===== src/rtl/la_cap_pkg.sv =====
package la_cap_pkg;

  typedef enum logic [2:0] {
    ST_IDLE  = 3'd0,
    ST_PRE   = 3'd1,
    ST_ARMED = 3'd2,
    ST_CAPT  = 3'd3,
    ST_DONE  = 3'd4
  } cap_state_e;

  typedef enum logic [1:0] {
    MODE_SHOT = 2'd0,
    MODE_INCR = 2'd1,
    MODE_IMM  = 2'd2,
    MODE_RSVD = 2'd3
  } cap_mode_e;

endpackage


===== src/rtl/la_rst_sync.sv =====
module la_rst_sync (
  input  logic clk,
  input  logic rst_n_i,
  output logic rst_n_o
);

  logic [1:0] sync_q;

  always_ff @(posedge clk or negedge rst_n_i) begin
    if (!rst_n_i) sync_q <= 2'b00;
    else          sync_q <= {sync_q[0], 1'b1};
  end

  assign rst_n_o = sync_q[1];

endmodule


===== src/rtl/la_sample_ram.sv =====
module la_sample_ram #(
  parameter int W     = 8,
  parameter int DEPTH = 16,
  parameter int AW    = 4
) (
  input  logic          clk,
  input  logic          we_i,
  input  logic [AW-1:0] waddr_i,
  input  logic [W-1:0]  wdata_i,
  input  logic [AW-1:0] raddr_i,
  output logic [W-1:0]  rdata_o
);

  logic [W-1:0] mem [DEPTH];

  always_ff @(posedge clk) begin
    if (we_i) mem[waddr_i] <= wdata_i;
  end

  always_ff @(posedge clk) begin
    rdata_o <= mem[raddr_i];
  end

endmodule


===== src/rtl/la_cap_fsm.sv =====
module la_cap_fsm
  import la_cap_pkg::*;
#(
  parameter int DEPTH = 16,
  parameter int AW    = 4
) (
  input  logic          clk,
  input  logic          rst_n,
  input  logic          start_i,
  input  logic [1:0]    mode_i,
  input  logic [AW:0]   loc_i,
  input  logic          trig_i,
  output cap_state_e    state_o,
  output logic          wr_en_o,
  output logic [AW-1:0] wr_ptr_o
);

  localparam logic [AW:0]   FULL = (AW+1)'(DEPTH);
  localparam logic [AW-1:0] LAST = AW'(DEPTH - 1);

  cap_state_e    state_q, state_d;
  cap_mode_e     mode_q, mode_d;
  logic [AW:0]   loc_q, loc_d, cnt_q, cnt_d, cnt_inc, loc_clamped;
  logic [AW-1:0] ptr_q, ptr_d;
  logic          wr_en, arm, cnt_en;

  assign loc_clamped = (loc_i > FULL) ? FULL : loc_i;
  assign cnt_inc     = cnt_q + (AW+1)'(1);
  assign arm         = start_i && ((state_q == ST_IDLE) || (state_q == ST_DONE));

  // next-state and write decision
  always_comb begin
    state_d = state_q;
    mode_d  = mode_q;
    loc_d   = loc_q;
    cnt_d   = cnt_q;
    wr_en   = 1'b0;
    case (state_q)
      ST_IDLE, ST_DONE: begin
        if (start_i) begin
          mode_d = cap_mode_e'(mode_i);
          loc_d  = loc_clamped;
          cnt_d  = '0;
          if ((mode_d == MODE_INCR) || (mode_d == MODE_IMM)) state_d = ST_CAPT;
          else if (loc_clamped == '0)                        state_d = ST_ARMED;
          else                                               state_d = ST_PRE;
        end
      end
      ST_PRE: begin
        wr_en = 1'b1;
        cnt_d = cnt_inc;
        if (cnt_inc == loc_q) state_d = ST_ARMED;
      end
      ST_ARMED: begin
        if (trig_i) begin
          if (cnt_q == FULL) begin
            state_d = ST_DONE;
          end else begin
            wr_en   = 1'b1;
            cnt_d   = cnt_inc;
            state_d = (cnt_inc == FULL) ? ST_DONE : ST_CAPT;
          end
        end else begin
          wr_en = 1'b1;
        end
      end
      ST_CAPT: begin
        if ((mode_q != MODE_INCR) || trig_i) begin
          wr_en = 1'b1;
          cnt_d = cnt_inc;
          if (cnt_inc == FULL) state_d = ST_DONE;
        end
      end
      default: state_d = ST_IDLE;
    endcase
  end

  always_comb begin
    if (arm)        ptr_d = '0;
    else if (wr_en) ptr_d = (ptr_q == LAST) ? '0 : ptr_q + AW'(1);
    else            ptr_d = ptr_q;
  end

  assign cnt_en = arm || wr_en;

  always_ff @(posedge clk or negedge rst_n) begin
    if (!rst_n) state_q <= ST_IDLE;
    else        state_q <= state_d;
  end

  always_ff @(posedge clk or negedge rst_n) begin
    if (!rst_n) begin
      mode_q <= MODE_SHOT;
      loc_q  <= '0;
    end else if (arm) begin
      mode_q <= mode_d;
      loc_q  <= loc_d;
    end
  end

  always_ff @(posedge clk or negedge rst_n) begin
    if (!rst_n) begin
      cnt_q <= '0;
      ptr_q <= '0;
    end else if (cnt_en) begin
      cnt_q <= cnt_d;
      ptr_q <= ptr_d;
    end
  end

  assign state_o  = state_q;
  assign wr_en_o  = wr_en;
  assign wr_ptr_o = ptr_q;

endmodule


===== src/rtl/la_capture_ctrl.sv =====
module la_capture_ctrl
  import la_cap_pkg::*;
#(
  parameter int PROBE_W      = 8,
  parameter int SAMPLE_DEPTH = 16,
  localparam int AW          = $clog2(SAMPLE_DEPTH)
) (
  input  logic               clk,
  input  logic               rst_n,
  input  logic               start_i,
  input  logic [1:0]         mode_i,
  input  logic [AW:0]        trig_loc_i,
  input  logic               trig_i,
  input  logic [PROBE_W-1:0] probe_i,
  input  logic [AW-1:0]      rd_addr_i,
  output logic [2:0]         state_o,
  output logic [AW-1:0]      rd_base_o,
  output logic [PROBE_W-1:0] rd_data_o
);

  logic          rst_n_s;
  cap_state_e    state;
  logic          wr_en;
  logic [AW-1:0] wr_ptr;

  la_rst_sync u_rst (
    .clk     (clk),
    .rst_n_i (rst_n),
    .rst_n_o (rst_n_s)
  );

  la_cap_fsm #(
    .DEPTH (SAMPLE_DEPTH),
    .AW    (AW)
  ) u_fsm (
    .clk      (clk),
    .rst_n    (rst_n_s),
    .start_i  (start_i),
    .mode_i   (mode_i),
    .loc_i    (trig_loc_i),
    .trig_i   (trig_i),
    .state_o  (state),
    .wr_en_o  (wr_en),
    .wr_ptr_o (wr_ptr)
  );

  la_sample_ram #(
    .W     (PROBE_W),
    .DEPTH (SAMPLE_DEPTH),
    .AW    (AW)
  ) u_ram (
    .clk     (clk),
    .we_i    (wr_en),
    .waddr_i (wr_ptr),
    .wdata_i (probe_i),
    .raddr_i (rd_addr_i),
    .rdata_o (rd_data_o)
  );

  assign state_o   = state;
  assign rd_base_o = wr_ptr;

endmodule


===== config.mk =====
export PLATFORM = sky130hd
export DESIGN_NAME = la_capture_ctrl
export DESIGN_NICKNAME = d
export VERILOG_FILES = /design/src/rtl/la_cap_pkg.sv /design/src/rtl/la_rst_sync.sv /design/src/rtl/la_sample_ram.sv /design/src/rtl/la_cap_fsm.sv /design/src/rtl/la_capture_ctrl.sv
export SDC_FILE = /design/constraint.sdc
export NUM_CORES = 1
export LEC_CHECK = 0
export ABC_AREA = 0
export ABC_CLOCK_PERIOD_IN_PS = 800
export BUFFER_PORTS_ARGS = -buffer_cell sky130_fd_sc_hd__buf_4
export CELL_PAD_IN_SITES_DETAIL_PLACEMENT = 1
export CELL_PAD_IN_SITES_GLOBAL_PLACEMENT = 1
export CORE_MARGIN = 8
export CORE_UTILIZATION = 47
export CTS_CLUSTER_DIAMETER = 40
export DETAILED_ROUTE_END_ITERATION = 8
export PLACE_DENSITY = 0.77
export SYNTH_ARGS = -nofsm -noshare
export SYNTH_HDL_FRONTEND = slang
export SYNTH_SLANG_ARGS = --single-unit

===== constraint.sdc =====
create_clock -name clk -period 0.8 [get_ports clk]
set_input_delay 0.16 -clock clk [delete_from_list [all_inputs] [get_ports clk]]
set_output_delay 0.16 -clock clk [all_outputs]
set_load 0.01 [all_outputs]

; Yosys cells after proc, flatten, opt, wreduce, memory -nomap -nowiden
; Memory sizes are Yosys's and may differ from the RTL's. A register that Yosys moved wholly into a read port is not among the register bits.
; Cells that the tools add are included.
[op_classes]
order_cmp = 1
reduce_logical = 14
muxes = 25
n_addsub = 2
eq_ne = 17
[ops]
columns = op, count
row1 = $mux 5, 5
row2 = $mux 3, 8
row3 = $pmux 5 s4, 1
row4 = $mux 4, 3
row5 = $pmux 3 s4, 1
row6 = $eq 5x5->1 const B, 2
row7 = $ne 2x1->1 const B, 4
row8 = $eq 3x2->1 const B, 2
row9 = $ne 2x2->1 const B, 3
row10 = $reduce_and 6->1, 1
row11 = $add 5x1->5 const B, 1
row12 = $eq 5x5->1, 1
row13 = $gt 5x5->1 const B, 1
row14 = $logic_not 5->1, 1
row15 = $mux 1, 5
row16 = $reduce_and 5->1, 1
row17 = $add 4x1->4 const B, 1
row18 = $eq 4x4->1 const B, 1
row19 = $logic_or 1x1->1, 4
row20 = $reduce_bool 4->1, 1
row21 = $eq 3x1->1 const B, 1
row22 = $eq 3x3->1 const B, 1
row23 = $logic_not 3->1, 1
row24 = $pmux 1 s3, 1
row25 = 8 further kinds, 8
[totals]
out_inout_bits = 15
mem_count = 1
in_bits = 23
reg_bits = 21
mem_bits_rw = 128
wordCells = 66
[mem_list]
columns = memory, depth, width, rd, rd_ports_with_merged_regs, wr, line_no
row1 = u_ram.mem, 16, 8, 1, 1, 1, la_sample_ram.sv:14  ; logic [W-1:0] mem [DEPTH];

; Longest topological paths before layout
; Gate-level depths: netlist of the first run.
[depth]
ltp_word = 7
depth_mapped = 8
mapped_depth_nobuf = 7

; Hierarchy
; Synthesis of the first run repeated with hierarchy kept, for this count alone.
[hier_totals]
cells_unflattened = 376
hier_area_um2 = 6462.4
[by_module_without_submodules]
columns = module, n_inst, area_per_inst_um2, cells_per_inst, seq_area_each_um2
row1 = la_sample_ram, 1, 5147.4, 229, 4003.8
row2 = la_cap_fsm, 1, 1261.2, 144, 475.5
row3 = la_rst_sync, 1, 53.8, 3, 50.0

; Worst setup path before layout of the first run
; OpenSTA, ideal clock, no wires.
[synth_path]
kind = reg2reg
start = register u_fsm.cnt_q[0]
end = memory u_ram.mem[1][0], enable pin
stages_incl_launch_ff = 8
setup_ns = 0.398
synth_period_minus_slack_ns = 2.574
arrival_ns = 2.176
slack_ns = -1.774
t_required_ns = 0.402
n_path_buf = 2
cell_sequence = dfrtp_1 > clkbuf_1 > inv_1 > ha_1 > nand4_1 > a2bb2oi_1 > buf_2 > nor4b_1
[synth_via]
elab_chain_cells = 6
[synth_lines]
columns = item, line_no
row1 = start: declaration, la_cap_fsm.sv:23  ; logic [AW:0] loc_q, loc_d, cnt_q, cnt_d, cnt_inc, loc_clamped;
row2 = start signal: assignment, la_cap_fsm.sv:106  ; cnt_q <= cnt_d;
row3 = $eq 5x5->1, la_cap_fsm.sv:56  ; if (cnt_q == FULL) begin
row4 = $mux 1, la_cap_fsm.sv:56
row5 = $mux 1, la_cap_fsm.sv:55  ; if (trig_i) begin
row6 = $pmux 1 s3, la_cap_fsm.sv:38  ; case (state_q)
row7 = $mux 1, la_sample_ram.sv:17  ; if (we_i) mem[waddr_i] <= wdata_i;
row8 = $mux 1 (not written as such), la_sample_ram.sv:17
row9 = end: declaration, la_sample_ram.sv:14
; No other way between the ends.

; Final worst setup path of the first run
[layout_path]
start = register u_fsm.cnt_q[0]
end = memory u_ram.mem[9][7], enable pin
; The elaborated chain is that of the path after synthesis.

==> results.yml, run 1 <==
run_status:
  status: "finished, violations left"
  violations: "setup timing"
global_routing:
  track_usage_pct: 21.0
  grt_overflow_total: 0
  antenna_found_initial: 0
  grt_pass1_wl_um: 27100
  grt_max_degree: 20
  grt_pass1_vias: 4430
route:
  first_pass_iters: 4
  drtIter0Drc: 262
  routed_wl_um: 18600
  dr_total_vias: 4050
  vias_per_cell: 5.92
  drcViolationCount: 0
  avgRoutedWirePerCell_um: 27.2
  ant_nets: 0
placement:
  placed_area_sq_mm: 0.00769
  hpwl_um: 11700
  io_buffers: 37
  place_congestion: 0.796
pwr:
  p_clk_share_pct: 25.3
  p_total_w: 0.0308
  p_int_w: 0.0206
  leakagePower_nw: 3.18
  netSwitchingFraction_pct: 33.1
  seqPwrFrac_pct: 36.2
  pwr-share-comb_pct: 38.5
  vdd_ir_drop_max_mv: 2.43
  power_density_mw_per_mm2: 3510
  netSwitchingPower_w: 0.0102
die:
  row_count: 43
  chipHeight_um: 134
  coreArea_sq_mm: 0.0138
  die-area_sq_mm: 0.0180
  initial_core_util_pct: 47.6
  die_w_um: 134
  io_pins: 38
timing:
  finalCritPeriodShare_pct: 240
  finalHoldViolations: 0
  rsz0062_at_grt: "true"
  setup_violations: 170
  fmaxAchievable_ghz: 0.521
  fin_skew_ps: 10.6
  layout_setup_ws_ps: -1120
  slew_violations: 0
  fin_crit_ps: 1920
cells_and_area:
  design_area_sq_mm: 0.00878
  layout-drive-gt1-share_pct: 50.6
  area.growth.synth_to_final_pct: 34.0
  num_antenna_cells: 0
  nets: 520
worst_setup_path:
  worstPathMaxFanout: 8
  crit_type: "flip-flop to flip-flop"
  cp-start-kind: "flip-flop"
  end_kind: "flip-flop"
  required_ps: 940
  cp_data_arrival_time_ps: 2060
clock_tree:
  cts.path.max_buffers: 2
  cts.sinks: 157
  cts_tree: "yes"
  insertion_delay_ps: 430
  root_buffer: "clkbuf_16"
  numCtsBuffers: 17
  clkTransAtPathRegs_ps: 60
  cts-htree-levels: 4
synth:
  yosys.area.top_type: "edfxtp_1"
  synth_warnings: 0
  avgSynthCellArea_sq_um: 17.9
  synth_area_leaders: "edfxtp_1, mux4_1, dfrtp_1, mux4_2, dfxtp_1"
  synth_area_sq_mm: 0.00656
  synth-edff-count: 128
  synth_seq_cells: 157
  yosysMostFrequentCell: "edfxtp_1"
  ys.flop_type: "edfxtp_1"
  synth_common_cells: "edfxtp_1, nand2_1, mux4_1"
  synth.yosys.seq_area_share_pct: 69.1
  postSynthCellCount: 366
  synth_top_area_share_pct: 58.6
  ys_async_sr_fraction_pct: 13.4
  synth_nets: 395
  ys_types: 53
job:
  drv_cap: 0
worst_hold_path:
  holdCritPathClass: "input port to flip-flop"
state kept, by name (all words and copies together), names as in the netlist:
register,count
u_fsm.cnt_q,5
u_fsm.state_o,3
u_fsm.wr_ptr_o,4
u_ram.mem,128
u_ram.rdata_o,8
u_fsm.mode_q,2
u_fsm.loc_q,5
u_rst.sync_q,2
cell type report:
class	instances	area [sq um]
tap	180	225
inverter	6	25.0
clock inverter	10	119
clock buffer	22	444
fill	1216	4990
sequential	157	4540
timing repair buffer	127	1260
multi-input combinational	182	2170
per-stage QoR:
stage	setup TNS, ps	std cells	setup WS, ps	utilization, %	hold WS (ps)
floorplan	-144260	366	-1090	-	-136
CTS	-146380	680	-1020	63.0	19.0
global placement	-141620	628	-1030	55.8	-57.7
finish	-158510	684	-1120	63.8	40.2
detailed placement	-160660	628	-1220	55.8	-56.2
global route	-164010	684	-1160	63.8	39.3
worst max-delay path, cell delays in order, from the launching register on:
cell,delay (ps)
dfrtp_1,430
inv_4,50
ha_4,160
nand4_1,120
buf_4,160
o2bb2ai_4,140
nand2_4,130
nor3b_4,260
buf_12,170
cell usage in the layout (no fill, tap or decap), types with 3 or more instances in the layout:
master / netlist / routed
nor4b_4: 0 / 4
a21oi_1: 11 / 5
nor2_4: 0 / 4
xor2_1: 3 / 3
nor2b_2: 0 / 3
buf_12: 1 / 13
ha_1: 6 / 4
dfxtp_2: 0 / 7
mux4_2: 16 / 38
and3_4: 0 / 3
nand3_1: 10 / 7
xnor2_1: 3 / 3
buf_4: 0 / 76
o211ai_1: 3 / 3
nand3_2: 0 / 3
nand2_1: 29 / 23
nor3b_4: 0 / 4
clkbuf_16: 0 / 17
and4_4: 0 / 3
edfxtp_1: 128 / 128
o21ai_0: 3 / 3
dfrtp_2: 0 / 4
buf_6: 1 / 32
dlygate4sd3_1: 0 / 5
dfrtp_1: 21 / 17
inv_1: 6 / 4
nor2_1: 13 / 8
nand3b_1: 4 / 4
a21oi_2: 0 / 5
clkbuf_1: 8 / 5
nand2_2: 0 / 4
final timing paths:
path	start	end	slack (ps)	cells past startpoint
max in group asynchronous	u_rst.sync_q[1]$_DFF_PN0_	u_fsm.wr_ptr_o[1]$_DFFE_PN0P_	340	1
min in group asynchronous	rst_n	u_rst.sync_q[0]$_DFF_PN0_	70	2
max	u_fsm.cnt_q[0]$_DFFE_PN0P_	u_ram.mem[9][7]$_DFFE_PP_	-1120	8
min	probe_i[6]	u_ram.mem[8][6]$_DFFE_PP_	40	1
min reg2reg	u_rst.sync_q[1]$_DFF_PN0_	u_fsm.loc_q[2]$_DFFE_PN0P_	220	1
max reg2reg	u_fsm.cnt_q[0]$_DFFE_PN0P_	u_ram.mem[9][7]$_DFFE_PP_	-1120	8
routing by layer:
layer	part of all wire [%]	track usage, %
met4	3.5	10.5
met5	0	0
met3	6.3	6.02
met1	39	24.2
met2	52	35.1
cell families (layout without fill, tap and decap cells):
group / Yosys count / count (layout) / synth area share (%)
flops: 157 / 157 / 69.1
simple gates: 92 / 92 / 7.65
mux: 41 / 41 / 15.3
compound gates: 36 / 36 / 3.65
buf+inv: 27 / 165 / 2.33
fa+ha+maj: 6 / 6 / 1.15
xor+xnor: 6 / 6 / 0.802
other cells: 1 / 1 / 0.0572
power by group through the flow:
stage	logic, W	clock network [W]	registers, W
finish	0.0118	0.00780	0.0112
detailed placement	0.00882	0	0.0111
global placement	0.00831	0	0.0110
floorplan	0.00477	0	0.0110
CTS	0.0106	0.00790	0.0110
global route	0.0124	0.00815	0.0112
what timing repair did:
action                                 4_1_cts  5_1_grt
pin swaps                                   21       10
setup endpoints to repair                  170      170
hold buffers                                 5        0
gates resized for setup                     71       29
endpoints found under the hold margin        6        0
buffers inserted                            17        9
No activity file was read; power rests on OpenSTA's default activity.
==> inputs of run 2 (changes only) <==
--- a/config.mk
+++ b/config.mk
@@ -14,6 +14,7 @@
 export CORE_UTILIZATION = 47
 export CTS_CLUSTER_DIAMETER = 40
 export DETAILED_ROUTE_END_ITERATION = 8
+export MAX_ROUTING_LAYER = met4
 export PLACE_DENSITY = 0.77
 export SYNTH_ARGS = -nofsm -noshare
 export SYNTH_HDL_FRONTEND = slang
==> run 2 against run 1 <==
The flow still finishes with violations (setup timing). Register-to-register slack about the same. Maximum frequency increased by 0.59%. Critical path depth did not move. Die area unchanged. Power about the same. Largest power group unchanged.
==> results.yml, run 2 (synthesis gave the netlist of run 1 again) <==
cells_and_area:
  final_common_cell: "edfxtp_1"
  largest_reg_flops: 128
  nets: 519
  layout-drive-gt1-share_pct: 50.5
  top_register: "u_ram.mem"
  area.growth.synth_to_final_pct: 33.9
  fin_util_pct: 63.7
  num_antenna_cells: 0
  final_cells: 683
  final_cell_mix: "edfxtp_1, buf_4, mux4_2"
  reg_top3: "u_ram.mem: 128 flops, u_ram.rdata_o: 8 flops"
placement:
  post-place-cells: 628
  io_buffers: 37
  pre_cts_slack_ps: -1220
  place_congestion: 0.807
  hpwl_um: 11700
route:
  drtIter0Drc: 249
  dr_total_vias: 4011
  drcViolationCount: 0
  first_pass_iters: 4
  vias_per_cell: 5.87
  avgRoutedWirePerCell_um: 27.1
  ant_nets: 0
  routed_wl_um: 18500
worst_setup_path:
  end_kind: "flip-flop"
  cp_slowest_stage_delay_ps: 420
  critPathSlowestCell: "dfrtp_1"
  cp_data_arrival_time_ps: 2050
  path_delay_family: "simple AND/OR/NAND/NOR gates"
  required_ps: 950
  crit_chain: "inv_4 -> ha_4 -> nand4_1 -> buf_4 -> o2bb2ai_4 -> nand2_4 -> nor3b_4 -> buf_12"
  worstPathMaxFanout: 8
  crit_type: "flip-flop to flip-flop"
  cp-start-kind: "flip-flop"
  cp_num_buf_inv: 3
global_routing:
  grtUsageMet2_pct: 35.3
  track_usage_pct: 21.5
  grt-busiest-layer: "met2"
  grt_pass1_wl_um: 27000
  use_met3_pct: 5.61
  grt_max_degree: 20
  antenna_found_initial: 0
  grt_pass1_vias: 4433
  use_met1_pct: 24.0
  grt_overflow_total: 0
pwr:
  pwr-share-comb_pct: 38.4
  p_int_w: 0.0206
  p_total_w: 0.0308
  power_density_mw_per_mm2: 3510
  leakagePower_nw: 3.17
  netSwitchingFraction_pct: 33.1
  seqPwrFrac_pct: 36.2
  vdd_ir_drop_max_mv: 2.43
  p_clk_share_pct: 25.4
  netSwitchingPower_w: 0.0102
die:
  chipHeight_um: 134
  row_count: 43
  io_pins: 38
  coreArea_sq_mm: 0.0138
  die-area_sq_mm: 0.0180
  initial_core_util_pct: 47.6
  die_w_um: 134
run_status:
  violations: "setup timing"
  status: "finished, violations left"
clock_tree:
  cts-htree-levels: 4
  insertion_delay_ps: 430
  clkTransAtPathRegs_ps: 60
  cts_tree: "yes"
  cts.path.max_buffers: 2
  numCtsBuffers: 17
  root_buffer: "clkbuf_16"
  cts.sinks: 157
timing:
  fmaxAchievable_ghz: 0.524
  fin_crit_ps: 1910
  setup_tns_ps: -156310
  finalCritPeriodShare_pct: 238
  fin_skew_ps: 10.6
  layout_setup_ws_ps: -1110
  rsz0062_at_grt: "true"
  finalHoldViolations: 0
  setup_violations: 170
  slew_violations: 0
job:
  drv_cap: 0
worst_hold_path:
  holdCritPathClass: "input port to flip-flop"
run 2: cell types whose count changed in the layout (fill, tap and decap cells not counted), sizes merged:
cell and delta:
buf -1
run 2: cell type report:
cell class	count	area [sq um]
clock buffer	22	444
clock inverter	10	119
fill	1207	5000
inverter	6	25.0
multi-input combinational	182	2170
sequential	157	4540
tap	180	225
timing repair buffer	126	1250
run 2: what timing repair did:
action                                  CTS  global route
hold buffers                              5             0
gates cloned                              0             0
endpoints found under the hold margin     6             0
setup buffers                            17             8
pin swaps                                21            10
endpoints found under the setup margin  170           170
resized for setup                        71            29
run 2: worst register-to-register path, cell delays in order, from the launching register on:
cell and delay [ps]:
dfrtp_1 420, inv_4 50, ha_4 160, nand4_1 120, buf_4 160, o2bb2ai_4 150, nand2_4 140, nor3b_4 260
buf_12 170
run 2: per-layer routing:
layer | share of wire, % | vias up
met4 | 3.8 | 0
li1 | - | 1706
met3 | 5.9 | 61
met1 | 38 | 2110
met2 | 52 | 134
met5 | 0 | -
run 2: power groups by stage:
stage / Clock [W] / Sequential, W / Combinational, W
floorplan: 0 / 0.0110 / 0.00477
global placement: 0 / 0.0110 / 0.00831
detailed placement: 0 / 0.0111 / 0.00882
CTS: 0.00790 / 0.0110 / 0.0106
global route: 0.00813 / 0.0112 / 0.0124
finish: 0.00781 / 0.0111 / 0.0118
run 2: final timing paths:
check | startpoint | to | slack (ps) | depth (start not counted)
max | u_fsm.cnt_q[0]$_DFFE_PN0P_ | u_ram.mem[9][7]$_DFFE_PP_ | -1110 | 8
min | probe_i[6] | u_ram.mem[8][6]$_DFFE_PP_ | 40 | 1
max reg2reg | u_fsm.cnt_q[0]$_DFFE_PN0P_ | u_ram.mem[9][7]$_DFFE_PP_ | -1110 | 8
min reg2reg | u_rst.sync_q[1]$_DFF_PN0_ | u_fsm.cnt_q[4]$_DFFE_PN0P_ | 220 | 1
max in group asynchronous | u_rst.sync_q[1]$_DFF_PN0_ | u_fsm.wr_ptr_o[1]$_DFFE_PN0P_ | 340 | 1
min in group asynchronous | rst_n | u_rst.sync_q[0]$_DFF_PN0_ | 60 | 2
run 2: per-stage QoR:
stage / hold slack, ps / cell area (sq um)
finish: 37.4 / 8780
floorplan: -136 / 6690
global placement: -57.7 / 7690
detailed placement: -56.2 / 7690
CTS: 19.0 / 8680
global route: 40.7 / 8780
==> inputs of run 3 (changes only) <==
==> constraint.sdc (replaced) <==
create_clock -name clk -period 0.8 [get_ports clk]
set_input_delay 0.16 -clock clk [delete_from_list [all_inputs] [get_ports clk]]
set_output_delay 0.16 -clock clk [all_outputs]
set_load 0.02 [all_outputs]
==> run 3 against run 2 <==
Worst hold slack lost 1.4 ps. Register-to-register slack lost 30 ps. Sequential cell count is the same. The run still ends with setup timing left. Clock skew grew 4.7 ps. Combinational power grew 6%. Non-clock buffer count grew 8. Clock-buffer cell count shrank 3. Critical path type unchanged. Wire length grew 2.0%. Largest power group unchanged. Global-route usage shrank 0.14 points. Utilization grew 1.1 points. Sequential power is essentially flat.
==> results.yml, run 3 (synthesis gave the netlist of run 1 again) <==
run_status:
  status: "finished, violations left"
  violations: "setup timing"
clock_tree:
  numCtsBuffers: 17
  root_buffer: "clkbuf_16"
  cts.path.max_buffers: 2
  cts-htree-levels: 4
  cts.sinks: 157
  cts_tree: "yes"
  insertion_delay_ps: 430
  clkTransAtPathRegs_ps: 70
global_routing:
  antenna_found_initial: 0
  grt_pass1_wl_um: 26800
  grt_overflow_total: 0
  track_usage_pct: 21.3
  grt_pass1_vias: 4283
  grt_max_degree: 20
worst_hold_path:
  min_from: "probe_i[3]"
  whs_endpoint: "u_ram.mem[14][3]$_DFFE_PP_"
  holdCritPathClass: "input port to flip-flop"
  whs_path_depth: 1
pwr:
  p_total_w: 0.0317
  vdd_ir_drop_max_mv: 1.86
  netSwitchingPower_w: 0.0105
  seqPwrFrac_pct: 35.3
  leakagePower_nw: 3.26
  netSwitchingFraction_pct: 33.1
  p_clk_share_pct: 25.1
  power_density_mw_per_mm2: 3550
  p_int_w: 0.0212
  pwr-share-comb_pct: 39.6
route:
  routed-wl-met3_um: 983
  first_pass_iters: 4
  top_layer: "met4"
  ant_nets: 0
  avgRoutedWirePerCell_um: 27.4
  dr_total_vias: 3999
  wl_met2_um: 9930
  routed_wl_um: 18900
  drcViolationCount: 0
  met1_length_um: 7510
  vias_per_cell: 5.79
  drtIter0Drc: 329
placement:
  pre_cts_slack_ps: -1080
  hpwl_um: 10800
  placed_area_sq_mm: 0.00769
  place_congestion: 0.907
  io_buffers: 37
timing:
  setup_tns_ps: -159880
  setup_violations: 170
  finalHoldViolations: 0
  fin_skew_ps: 15.3
  fin_crit_ps: 1940
  fmaxAchievable_ghz: 0.515
  rsz0062_at_grt: "true"
  finalCritPeriodShare_pct: 243
  layout_setup_ws_ps: -1140
  slew_violations: 0
cells_and_area:
  num_antenna_cells: 0
  final_common_cell: "edfxtp_1"
  reg_top3: "u_ram.mem: 128 flops, u_ram.rdata_o: 8 flops"
  design_area_sq_mm: 0.00893
  top_register: "u_ram.mem"
  final_cell_mix: "edfxtp_1, buf_4, mux4_2, buf_6, nand2_1"
  area.growth.synth_to_final_pct: 36.2
  layout-drive-gt1-share_pct: 54.8
  nets: 527
  largest_reg_flops: 128
die:
  die_w_um: 134
  io_pins: 38
  initial_core_util_pct: 47.6
  chipHeight_um: 134
  die-area_sq_mm: 0.0180
  row_count: 43
  coreArea_sq_mm: 0.0138
worst_setup_path:
  worstPathMaxFanout: 6
  r2r-end: "u_fsm.state_o[0]$_DFFE_PN0P_"
  reg2reg_from: "u_fsm.cnt_q[0]$_DFFE_PN0P_"
  cp-start-kind: "flip-flop"
  reg2reg_slack_ps: -1140
  cp_data_arrival_time_ps: 2240
  end_kind: "flip-flop"
  r2r_cells: 7
  crit_type: "flip-flop to flip-flop"
  required_ps: 1100
job:
  drv_cap: 0
==> run 3: cell types whose count changed in the layout (fill, tap and decap cells not counted), moves of 3 or more <==
cell / before / now
clkinv_2: 1 / 4
clkbuf_1: 5 / 1
dfrtp_2: 4 / 7
dfrtp_1: 17 / 14
buf_6: 32 / 40
==> run 3: worst max-delay path, cell delays in order, from the launching register on <==
cell and delay [ps]:
dfrtp_2 440, buf_6 140, buf_6 130, and4b_1 190
a21oi_2 200, o211ai_1 180, a21bo_1 230, o211ai_1 320
==> run 3: per-layer routing <==
metal  GRT usage [%]  vias to the layer above
met2            35.0                      156
li1                -                     1717
met5               -                        -
met3            5.76                       35
met1            24.9                     2091
met4            7.61                        0
==> run 3: layout make-up <==
| type | count | area (sq um) |
|---|---|---|
| Fill cell | 1205 | 4850 |
| Clock buffer | 19 | 443 |
| Sequential cell | 157 | 4550 |
| Tap cell | 180 | 225 |
| Multi-Input combinational cell | 182 | 2200 |
| Inverter | 6 | 25.0 |
| Clock inverter | 13 | 140 |
| Timing Repair Buffer | 134 | 1350 |
==> run 3: through the flow <==
step           cells  hold WS, ps  util [%]
2_1_floorplan    366         -136         -
3_3_place_gp     628        -57.5      55.8
3_5_place_dp     628        -56.4      55.8
4_1_cts          676         7.74      62.9
5_1_grt          691         30.0      64.8
6_report         691         36.0      64.8
==> run 3: worst max-delay path by stage <==
stage | cells past startpoint | slack [ps] | end | from
2_1_floorplan | 7 | -1090 | u_ram.mem[0][0]$_DFFE_PP_ | u_fsm.cnt_q[0]$_DFFE_PN0P_
3_3_place_gp | 7 | -1020 | u_ram.mem[1][0]$_DFFE_PP_ | u_fsm.cnt_q[1]$_DFFE_PN0P_
3_5_place_dp | 7 | -1080 | u_ram.mem[1][7]$_DFFE_PP_ | u_fsm.cnt_q[1]$_DFFE_PN0P_
4_1_cts | 7 | -1050 | u_ram.mem[8][3]$_DFFE_PP_ | u_fsm.cnt_q[0]$_DFFE_PN0P_
5_1_grt | 7 | -1200 | u_fsm.state_o[0]$_DFFE_PN0P_ | u_fsm.cnt_q[0]$_DFFE_PN0P_
6_report | 7 | -1140 | u_fsm.state_o[0]$_DFFE_PN0P_ | u_fsm.cnt_q[0]$_DFFE_PN0P_
==> run 3: power by group through the flow <==
stage / sequential, W / combinational [W] / clock [W]
floorplan: 0.0112 / 0.00501 / 0
global placement: 0.0110 / 0.00842 / 0
detailed placement: 0.0111 / 0.00877 / 0
CTS: 0.0110 / 0.0105 / 0.00803
global route: 0.0113 / 0.0131 / 0.00835
finish: 0.0112 / 0.0125 / 0.00797
==> run 3: timing repair <==
action,CTS,global route
hold buffers,3,0
setup buffers,15,19
setup endpoints to repair,170,170
endpoints found under the hold margin,4,0
gates resized for setup,73,37
pin swaps,22,19
